## src/rtl/mcic_pkg.sv

```systemverilog
package mcic_pkg;
   localparam int ID_W = 10;
   localparam logic [ID_W-1:0] ID_NONE     = 10'd1023;
   localparam logic [ID_W-1:0] ID_DOORBELL = 10'd0;

   // global window
   localparam int OFS_CTRL   = 'h000;
   localparam int OFS_EN_SET = 'h030;
   localparam int OFS_EN_CLR = 'h034;
   localparam int OFS_ROUTE  = 'h100;
   // per-CPU window
   localparam int OFS_ACK    = 'h044;
   localparam int OFS_MSK_SET = 'h048;
   localparam int OFS_MSK_CLR = 'h04C;
endpackage

```

## src/rtl/mcic_regs.sv

```systemverilog
module mcic_regs
   import mcic_pkg::*;
#(
   parameter int NUM_CPUS = 4,
   parameter int NUM_SRCS = 32,
   parameter int ADDR_W   = 12,
   parameter int DATA_W   = 32,
   parameter int CPU_W    = 2,
   parameter int SRC_W    = 5
) (
   input  logic                               clk,
   input  logic                               rst_n,
   input  logic                               wr_en,
   input  logic                               bus_percpu,
   input  logic [CPU_W-1:0]                   bus_cpu,
   input  logic [ADDR_W-1:0]                  bus_addr,
   input  logic [DATA_W-1:0]                  bus_wdata,
   output logic [NUM_SRCS-1:0]                en_o,
   output logic [NUM_CPUS-1:0][NUM_SRCS-1:0]  mask_o,
   output logic [NUM_SRCS-1:0][NUM_CPUS-1:0]  route_o,
   output logic                               route_hit_o,
   output logic [NUM_CPUS-1:0]                route_sel_o
);
   localparam int ROUTE_SPAN = 4 * NUM_SRCS;

   logic [ADDR_W-1:0] route_off;
   logic [SRC_W-1:0]  route_idx;
   logic [SRC_W-1:0]  wr_idx;
   logic              idx_ok;
   logic              cpu_ok;

   assign route_off   = bus_addr - ADDR_W'(OFS_ROUTE);
   assign route_hit_o = (bus_addr >= ADDR_W'(OFS_ROUTE)) &&
                        (route_off < ADDR_W'(ROUTE_SPAN)) &&
                        (route_off[1:0] == 2'b00);
   assign route_idx   = route_off[SRC_W+1:2];
   assign route_sel_o = route_hit_o ? route_o[route_idx] : '0;

   assign idx_ok = (bus_wdata < DATA_W'(NUM_SRCS));
   assign wr_idx = bus_wdata[SRC_W-1:0];
   assign cpu_ok = (int'(bus_cpu) < NUM_CPUS);

   always_ff @(posedge clk) begin
      if (!rst_n) begin
         en_o    <= '0;
         mask_o  <= '1;
         route_o <= '0;
      end else if (wr_en) begin
         if (!bus_percpu) begin
            if (bus_addr == ADDR_W'(OFS_EN_SET) && idx_ok) en_o[wr_idx] <= 1'b1;
            if (bus_addr == ADDR_W'(OFS_EN_CLR) && idx_ok) en_o[wr_idx] <= 1'b0;
            if (route_hit_o) route_o[route_idx] <= bus_wdata[NUM_CPUS-1:0];
         end else if (cpu_ok && idx_ok) begin
            if (bus_addr == ADDR_W'(OFS_MSK_SET)) mask_o[bus_cpu][wr_idx] <= 1'b1;
            if (bus_addr == ADDR_W'(OFS_MSK_CLR)) mask_o[bus_cpu][wr_idx] <= 1'b0;
         end
      end
   end
endmodule

```

## src/rtl/mcic_arb.sv

```systemverilog
module mcic_arb
   import mcic_pkg::*;
#(
   parameter int NUM_SRCS = 32
) (
   input  logic [NUM_SRCS-1:0] pend_i,
   output logic [ID_W-1:0]     id_o
);
   // descending scan: the last hit is the lowest index
   always_comb begin
      id_o = ID_NONE;
      for (int i = NUM_SRCS - 1; i >= 0; i--) begin
         if (pend_i[i]) id_o = ID_W'(i);
      end
   end
endmodule

```

## src/rtl/mcic_top.sv

```systemverilog
module mcic_top
   import mcic_pkg::*;
#(
   parameter int NUM_CPUS  = 4,
   parameter int NUM_SRCS  = 32,
   parameter int TIMER_SRC = 5,
   parameter int ADDR_W    = 12,
   parameter int DATA_W    = 32,
   localparam int CPU_W    = (NUM_CPUS > 1) ? $clog2(NUM_CPUS) : 1
) (
   input  logic                clk,
   input  logic                rst_n,
   input  logic                bus_valid,
   input  logic                bus_write,
   input  logic                bus_percpu,
   input  logic [CPU_W-1:0]    bus_cpu,
   input  logic [ADDR_W-1:0]   bus_addr,
   input  logic [DATA_W-1:0]   bus_wdata,
   output logic                rd_valid,
   output logic [DATA_W-1:0]   rd_data,
   input  logic [NUM_SRCS-1:0] src_i,
   input  logic [NUM_CPUS-1:0] doorbell_i,
   output logic [NUM_CPUS-1:0] cpu_irq_o
);
   localparam int SRC_W = (NUM_SRCS > 1) ? $clog2(NUM_SRCS) : 1;

   if (NUM_CPUS < 1 || NUM_CPUS > 4) begin : g_bad_cpus
      $error("mcic_top: NUM_CPUS must be 1..4");
   end
   if (NUM_SRCS < 2 || NUM_SRCS > 1023) begin : g_bad_srcs
      $error("mcic_top: NUM_SRCS must be 2..1023");
   end
   if (TIMER_SRC < 1 || TIMER_SRC >= NUM_SRCS) begin : g_bad_timer
      $error("mcic_top: TIMER_SRC out of range");
   end
   if (DATA_W < 12 || ADDR_W < SRC_W + 3 || (1 << ADDR_W) < OFS_ROUTE + 4 * NUM_SRCS) begin : g_bad_bus
      $error("mcic_top: bus widths too small");
   end

   logic [NUM_SRCS-1:0]               en;
   logic [NUM_CPUS-1:0][NUM_SRCS-1:0] mask;
   logic [NUM_SRCS-1:0][NUM_CPUS-1:0] route;
   logic                              route_hit;
   logic [NUM_CPUS-1:0]               route_sel;
   logic [NUM_CPUS-1:0][ID_W-1:0]     ack_id;
   logic [DATA_W-1:0]                 rd_mux;

   mcic_regs #(
      .NUM_CPUS(NUM_CPUS), .NUM_SRCS(NUM_SRCS), .ADDR_W(ADDR_W),
      .DATA_W(DATA_W), .CPU_W(CPU_W), .SRC_W(SRC_W)
   ) i_regs (
      .clk(clk), .rst_n(rst_n), .wr_en(bus_valid && bus_write),
      .bus_percpu(bus_percpu), .bus_cpu(bus_cpu), .bus_addr(bus_addr),
      .bus_wdata(bus_wdata), .en_o(en), .mask_o(mask), .route_o(route),
      .route_hit_o(route_hit), .route_sel_o(route_sel)
   );

   for (genvar c = 0; c < NUM_CPUS; c++) begin : g_cpu
      logic [NUM_SRCS-1:0] pend;
      for (genvar s = 0; s < NUM_SRCS; s++) begin : g_src
         if (s == 0) begin : g_bell
            assign pend[s] = doorbell_i[c];
         end else if (s == TIMER_SRC) begin : g_timer
            assign pend[s] = src_i[s] && !mask[c][s];
         end else begin : g_norm
            assign pend[s] = src_i[s] && en[s] && route[s][c] && !mask[c][s];
         end
      end
      mcic_arb #(.NUM_SRCS(NUM_SRCS)) i_arb (.pend_i(pend), .id_o(ack_id[c]));
      assign cpu_irq_o[c] = |pend;
   end

   always_comb begin
      rd_mux = '0;
      if (!bus_percpu) begin
         if (bus_addr == ADDR_W'(OFS_CTRL)) rd_mux = DATA_W'(NUM_SRCS) << 2;
         else if (route_hit)                rd_mux = DATA_W'(route_sel);
      end else if (bus_addr == ADDR_W'(OFS_ACK) && int'(bus_cpu) < NUM_CPUS) begin
         rd_mux = DATA_W'(ack_id[bus_cpu]);
      end
   end

   always_ff @(posedge clk) begin
      if (!rst_n) begin
         rd_valid <= 1'b0;
         rd_data  <= '0;
      end else begin
         rd_valid <= bus_valid && !bus_write;
         rd_data  <= rd_mux;
      end
   end
endmodule

```

## config.mk

```make
export PLATFORM = sky130hd
export DESIGN_NAME = mcic_top
export DESIGN_NICKNAME = d
export VERILOG_FILES = /design/src/rtl/mcic_pkg.sv /design/src/rtl/mcic_regs.sv /design/src/rtl/mcic_arb.sv /design/src/rtl/mcic_top.sv
export SDC_FILE = /design/constraint.sdc
export NUM_CORES = 1
export LEC_CHECK = 0
export ABC_CLOCK_PERIOD_IN_PS = 2700
export BUFFER_PORTS_ARGS = -buffer_cell sky130_fd_sc_hd__buf_4
export CAP_MARGIN = 15
export CELL_PAD_IN_SITES_DETAIL_PLACEMENT = 0
export CELL_PAD_IN_SITES_GLOBAL_PLACEMENT = 2
export CORE_MARGIN = 10
export CORE_UTILIZATION = 25
export CTS_BUF_LIST = sky130_fd_sc_hd__clkbuf_8
export CTS_CLUSTER_DIAMETER = 100
export DETAILED_ROUTE_END_ITERATION = 12
export GPL_ROUTABILITY_DRIVEN = 0
export PLACE_DENSITY_LB_ADDON = 0.1
export SLEW_MARGIN = 5
export SYNTH_ARGS = -nofsm -noshare
export SYNTH_HDL_FRONTEND = slang
export SYNTH_SLANG_ARGS = --single-unit
```

## constraint.sdc

```tcl
create_clock -name clk -period 2.7 [get_ports clk]
set_input_delay 0.27 -clock clk [delete_from_list [all_inputs] [get_ports clk]]
set_output_delay 0.27 -clock clk [all_outputs]
set_load 0.03 [all_outputs]
```

* Yosys cells after proc, flatten, opt, wreduce, memory -nomap -nowiden *
Cells that the tools add are included.

cells by class
  reductions and logical operators = 417
  multiplexer cells = 154
  add/sub/neg operators = 1
  equality and inequality tests = 5
  bitwise logic cells = 7
  order comparisons = 9

operators with widths
  operator             count
  $mux 10              130
  $mux 128             6
  $logic_and 1x1->1    283
  $mux 32              7
  $and 128x128->128    1
  $bwmux 128           1
  $not 128->128        1
  $or 128x128->128     1
  $reduce_or 32->1     4
  $logic_not 1->1      125
  $demux 32 s2         1
  $eq 12x7->1 const B  3
  $and 32x32->32       1
  $lt 32x6->1 const B  1
  $not 32->32          1
  $or 32x32->32        1
  $eq 12x6->1 const B  2
  $bmux 10 s2          1
  $bmux 4 s5           1
  $demux 4 s5          1
  $ge 12x9->1 const B  1
  $logic_not 12->1     1
  $lt 12x8->1 const B  1
  $lt 5x6->1 const B   2
  12 further kinds     16

word-level totals
  word-level logic and storage cells = 632
  register bits = 321
  input bits = 87

* Depth between registers and ports, before layout *
  depth after elaboration = 39
  depth in mapped cells = 10

* Modules after synthesis *
Synthesis repeated with hierarchy kept, for this count alone.

second synthesis, totals
  cells, all modules = 2025
  area, all modules = 17644.4 um^2

by module, submodules not included
  module     instances  cells each  area each (um^2)
  mcic_regs  1          1406        13526.7
  mcic_top   1          347         2516.2
  mcic_arb   4          68          400.4

* Worst setup path after synthesis *
No wires, ideal clock.

  path kind = reg-to-reg
  start point = register (tool-made name)
  end point = register rd_data[7]
  library setup time = 0.060 ns
  data arrival time = 2.142 ns
  clock period less this slack = 2.201 ns
  cell stages (with the launch flop) = 8
  required time = 2.640 ns
  path buffers = 0
  slack = 0.499 ns
  cell sequence = dfxtp_1 and4b_1 or2_1 nor4_4 nand4_1 mux4_2 nor2_2 a41o_1

RTL lines
  element               RTL line        source
  end signal, assigned  mcic_top.sv:89  rd_data <= rd_mux;
  end, declared         mcic_top.sv:20  output logic [DATA_W-1:0] rd_data,

* Worst setup path in the final report *
  start point = register i_regs.route_o[96] in the netlist's numbering
  end point = output cpu_irq_o[0]

on the way
  word-level cells in the longest chain between the ends = 3

ends and longest elaborated chain
  element                          RTL line         source
  start, declared                  mcic_regs.sv:20  output logic [NUM_SRCS-1:0][NUM_CPUS-1:0] route_o,
  start signal, assigned by index  mcic_regs.sv:52  if (route_hit_o) route_o[route_idx] <= bus_wdata[NUM_CPUS-1:0];
  $logic_and 1x1->1 (2 in a row)   mcic_top.sv:66   assign pend[s] = src_i[s] && en[s] && route[s][c] && !mask[c][s];
  $reduce_or 32->1                 mcic_top.sv:70   assign cpu_irq_o[c] = |pend;
  end, declared                    mcic_top.sv:23   output logic [NUM_CPUS-1:0] cpu_irq_o

No other way between the ends.

==> results.sh <==
export IMPL_grt_pass1_wl_um=109000
export IMPL_die_w_um=268
export IMPL_ios=124
export IMPL_finalWorstSetupSlack_ps=11.5
export IMPL_cts_root_buf="clkbuf_8"
export IMPL_antenna_found_initial=3
export IMPL_first_iter_violations=1122
export IMPL_crit_path_top_delay_cell="nor4_2"
export IMPL_final_cell_mix="342 x nand2_1, 277 x dfxtp_1, 222 x buf_4"
export IMPL_die_h_um=268
export IMPL_dpl_hpwl_um=55200
export IMPL_hold_violations=0
export IMPL_area_growth_syn_to_layout_pct=23.2
export IMPL_ant_nets=0
export IMPL_via_count=15200
export IMPL_port_buffers=100
export IMPL_outcome="finished clean"
export IMPL_pre_cts_ws_ps=89.0
export IMPL_die_area_sq_um=72000
export IMPL_synth_edff_count=0
export IMPL_crit_chain="nand4b_1 > nand4_1 > nor4_2 > buf_4 > nand4_1 > buf_4 > buf_6"
export IMPL_grt_pass1_vias=14700
export IMPL_met3_length_um=3320
export IMPL_fin_skew_ps=13.6
export IMPL_setup_violations=0
export IMPL_fin_crit_sh_pct=99.6
export IMPL_wl_met1_um=35000
export IMPL_synth_compound_area_share_pct=19.1
export IMPL_maxCapViolCount=0
export IMPL_end_kind="output port"
export IMPL_cts_tree="yes"
export IMPL_async_flop_share_pct=0
export IMPL_numCtsBuffers=57
export IMPL_wl_met2_um=36500
export IMPL_wl_um=76800
export IMPL_final_common_cell="nand2_1"
export IMPL_synth_top_family_by_area="simple AND/OR/NAND/NOR gates"
export IMPL_whs_ps=77.5
export IMPL_power_static_leakage_nw=6.82
export IMPL_drive_gt1_share_pct=19.1
export IMPL_synth_cells=1887
export IMPL_multi_input_comb_area_sq_um=9120
export IMPL_cts_sinks=290
export IMPL_synth_xor_area_share_pct=0
export IMPL_final_cells=2887
export IMPL_route_detailed_drc=0
export IMPL_path_class="flip-flop to output port"
export IMPL_synth_ff_type="dfxtp_1"
export IMPL_ys_seq_area_share_pct=37.6
export IMPL_synth_avg_cell_area_sq_um=8.18
export IMPL_avgViaCountPerCell=5.26
export IMPL_grt_ovfl_total=0
export IMPL_tightest_slew_ps=744
export IMPL_netlist_area_sq_um=15400
export IMPL_vdd_drop_max_uv=325
export IMPL_grt_usage_pct=20.9
export IMPL_rows=91
export IMPL_n_fill_cell=6529
export IMPL_critPathTopFamily="simple AND/OR/NAND/NOR gates"
export IMPL_nets=2140
export IMPL_wl_per_cell_um=26.6
export IMPL_muxShareOfSynthArea_pct=7.41
export IMPL_period_minus_slack_ps=2690
export IMPL_synthSimpleGateAreaFrac_pct=31.0
export IMPL_start_util_pct=25.1
export IMPL_arrival_ps=2420
export IMPL_grt_max_degree=132
export IMPL_max_stage_delay_ps=400
export IMPL_synth_ff_latch_count=290
export IMPL_dp_cells=2746
export IMPL_drv_slew=0
export IMPL_worstSetupStartpointType="flip-flop"
export IMPL_top_layer="met4"
export IMPL_first_pass_iters=5
export IMPL_synth_warnings=0
export IMPL_htreeDepth=2
export IMPL_final_seq_area_sq_um=5820
export IMPL_clkTransAtPathRegs_ps=60
export IMPL_yosysUniqueCellTypes=63
export IMPL_max_slew_margin_pct=50.3
export IMPL_required_ps=2430
export IMPL_hold_path_class="input pin to flip-flop"
export IMPL_synth_fa_ha_area_share_pct=0
export IMPL_clkLatencyLatePin_ps=660
export IMPL_worst_path_buf_inv=3
export IMPL_max_freq_ghz=0.372
export IMPL_rsz0062_at_grt="true"
export IMPL_cts_path_max_buffers=3
export IMPL_core_sq_um=61400
export IMPL_worstPathMaxFanout=3
export IMPL_pwr_density_cell_nw_per_um2=493
## routing by layer
metal | global-route usage (%) | up-vias
li1 | - | 7144
met1 | 27.6 | 7549
met4 | 6.01 | 0
met5 | 0 | -
met3 | 2.63 | 94
met2 | 35.1 | 398
## cell usage after synthesis, types with 3 or more instances
master | n | area share [%]
nor3b_1 | 11 | 0.54
o22ai_1 | 135 | 5.5
nor2b_1 | 57 | 2.3
buf_2 | 14 | 0.45
a31oi_1 | 5 | 0.20
dfxtp_1 | 290 | 38
and2b_1 | 22 | 1.1
nor2_1 | 179 | 4.4
buf_4 | 26 | 1.3
buf_6 | 3 | 0.22
or3_1 | 4 | 0.16
nor4_1 | 14 | 0.57
nand4b_1 | 105 | 6.0
and3b_1 | 4 | 0.23
nand3_1 | 34 | 1.1
a21oi_1 | 18 | 0.58
buf_1 | 3 | 0.073
a2111o_1 | 3 | 0.22
a211o_1 | 3 | 0.17
and2_1 | 8 | 0.32
clkbuf_1 | 108 | 2.6
nand4_1 | 24 | 0.97
a211oi_1 | 5 | 0.24
nand3b_1 | 4 | 0.19
a21boi_0 | 122 | 5.9
o211ai_1 | 8 | 0.39
o21a_1 | 3 | 0.15
a41oi_1 | 3 | 0.17
and4_1 | 3 | 0.17
o21ai_0 | 120 | 3.9
nand2b_1 | 28 | 1.1
nor3_1 | 17 | 0.55
and3_1 | 10 | 0.41
and4b_1 | 24 | 1.6
a311o_1 | 3 | 0.19
o31ai_1 | 4 | 0.19
mux4_2 | 33 | 4.8
mux2i_1 | 40 | 2.6
o311ai_0 | 3 | 0.17
nand2_1 | 345 | 8.4
inv_1 | 8 | 0.19
## path summary, 6_finish.rpt
kind,from,end,slack (ps),cells after the start
setup / recovery,i_regs.route_o[96]$_SDFFE_PN0P_,cpu_irq_o[0],10,7
hold / removal,bus_wdata[2],i_regs.route_o[62]$_SDFFE_PN0P_,80,3
setup reg to reg,i_regs.route_o[96]$_SDFFE_PN0P_,rd_data[2]$_SDFF_PN0_,90,12
hold reg to reg,i_regs.mask_o[3]$_SDFFE_PN1P_,i_regs.mask_o[3]$_SDFFE_PN1P_,470,2
## per-stage QoR
step | utilization (%) | total power [W] | area [sq um] | TNS (ps)
6_report | 31.0 | 0.00936 | 19000 | 0
5_1_grt | 31.0 | 0.00972 | 19000 | -136
4_1_cts | 30.6 | 0.00950 | 18800 | -8.62
3_5_place_dp | 28.4 | 0.00506 | 17500 | 0
3_3_place_gp | 28.4 | 0.00506 | 17500 | 0
2_1_floorplan | - | 0.00472 | 15500 | 0
## logic make-up after synthesis
logic type | after synthesis
AND/OR/NAND/NOR | 907
multiplexers | 73
flip-flops | 290
other | 1
buffers and inverters | 162
AO/OA/AOI/OAI | 454
## tightest hold or removal path, cell delays in order
cell,delay (ps)
buf_4,240
nand2_1,100
a21boi_0,60
## power breakdown
group | switching [W] | internal (W)
clock network | 0.00209 | 0.00229
registers | 0.000000213 | 0.00428
logic | 0.000454 | 0.000246
total | 0.00255 | 0.00682
## layout make-up
type                            count  share of cell area, %
Tap cell                          790                   5.20
Clock buffer                       69                   5.00
Inverter                            8                  0.158
Sequential cell                   290                   30.6
Antenna cell                        2                 0.0263
Multi-Input combinational cell   1456                   48.0
Clock inverter                     32                  0.731
Timing Repair Buffer              240                   10.3
## timing repair
item,4_1_cts,5_1_grt
setup buffers,16,18
hold buffers,4,0
gates resized for setup,17,30
endpoints found under the setup margin,4,5
pin swaps,21,23
endpoints found under the hold margin,24,0
No activity file was read; power rests on OpenSTA's default activity.
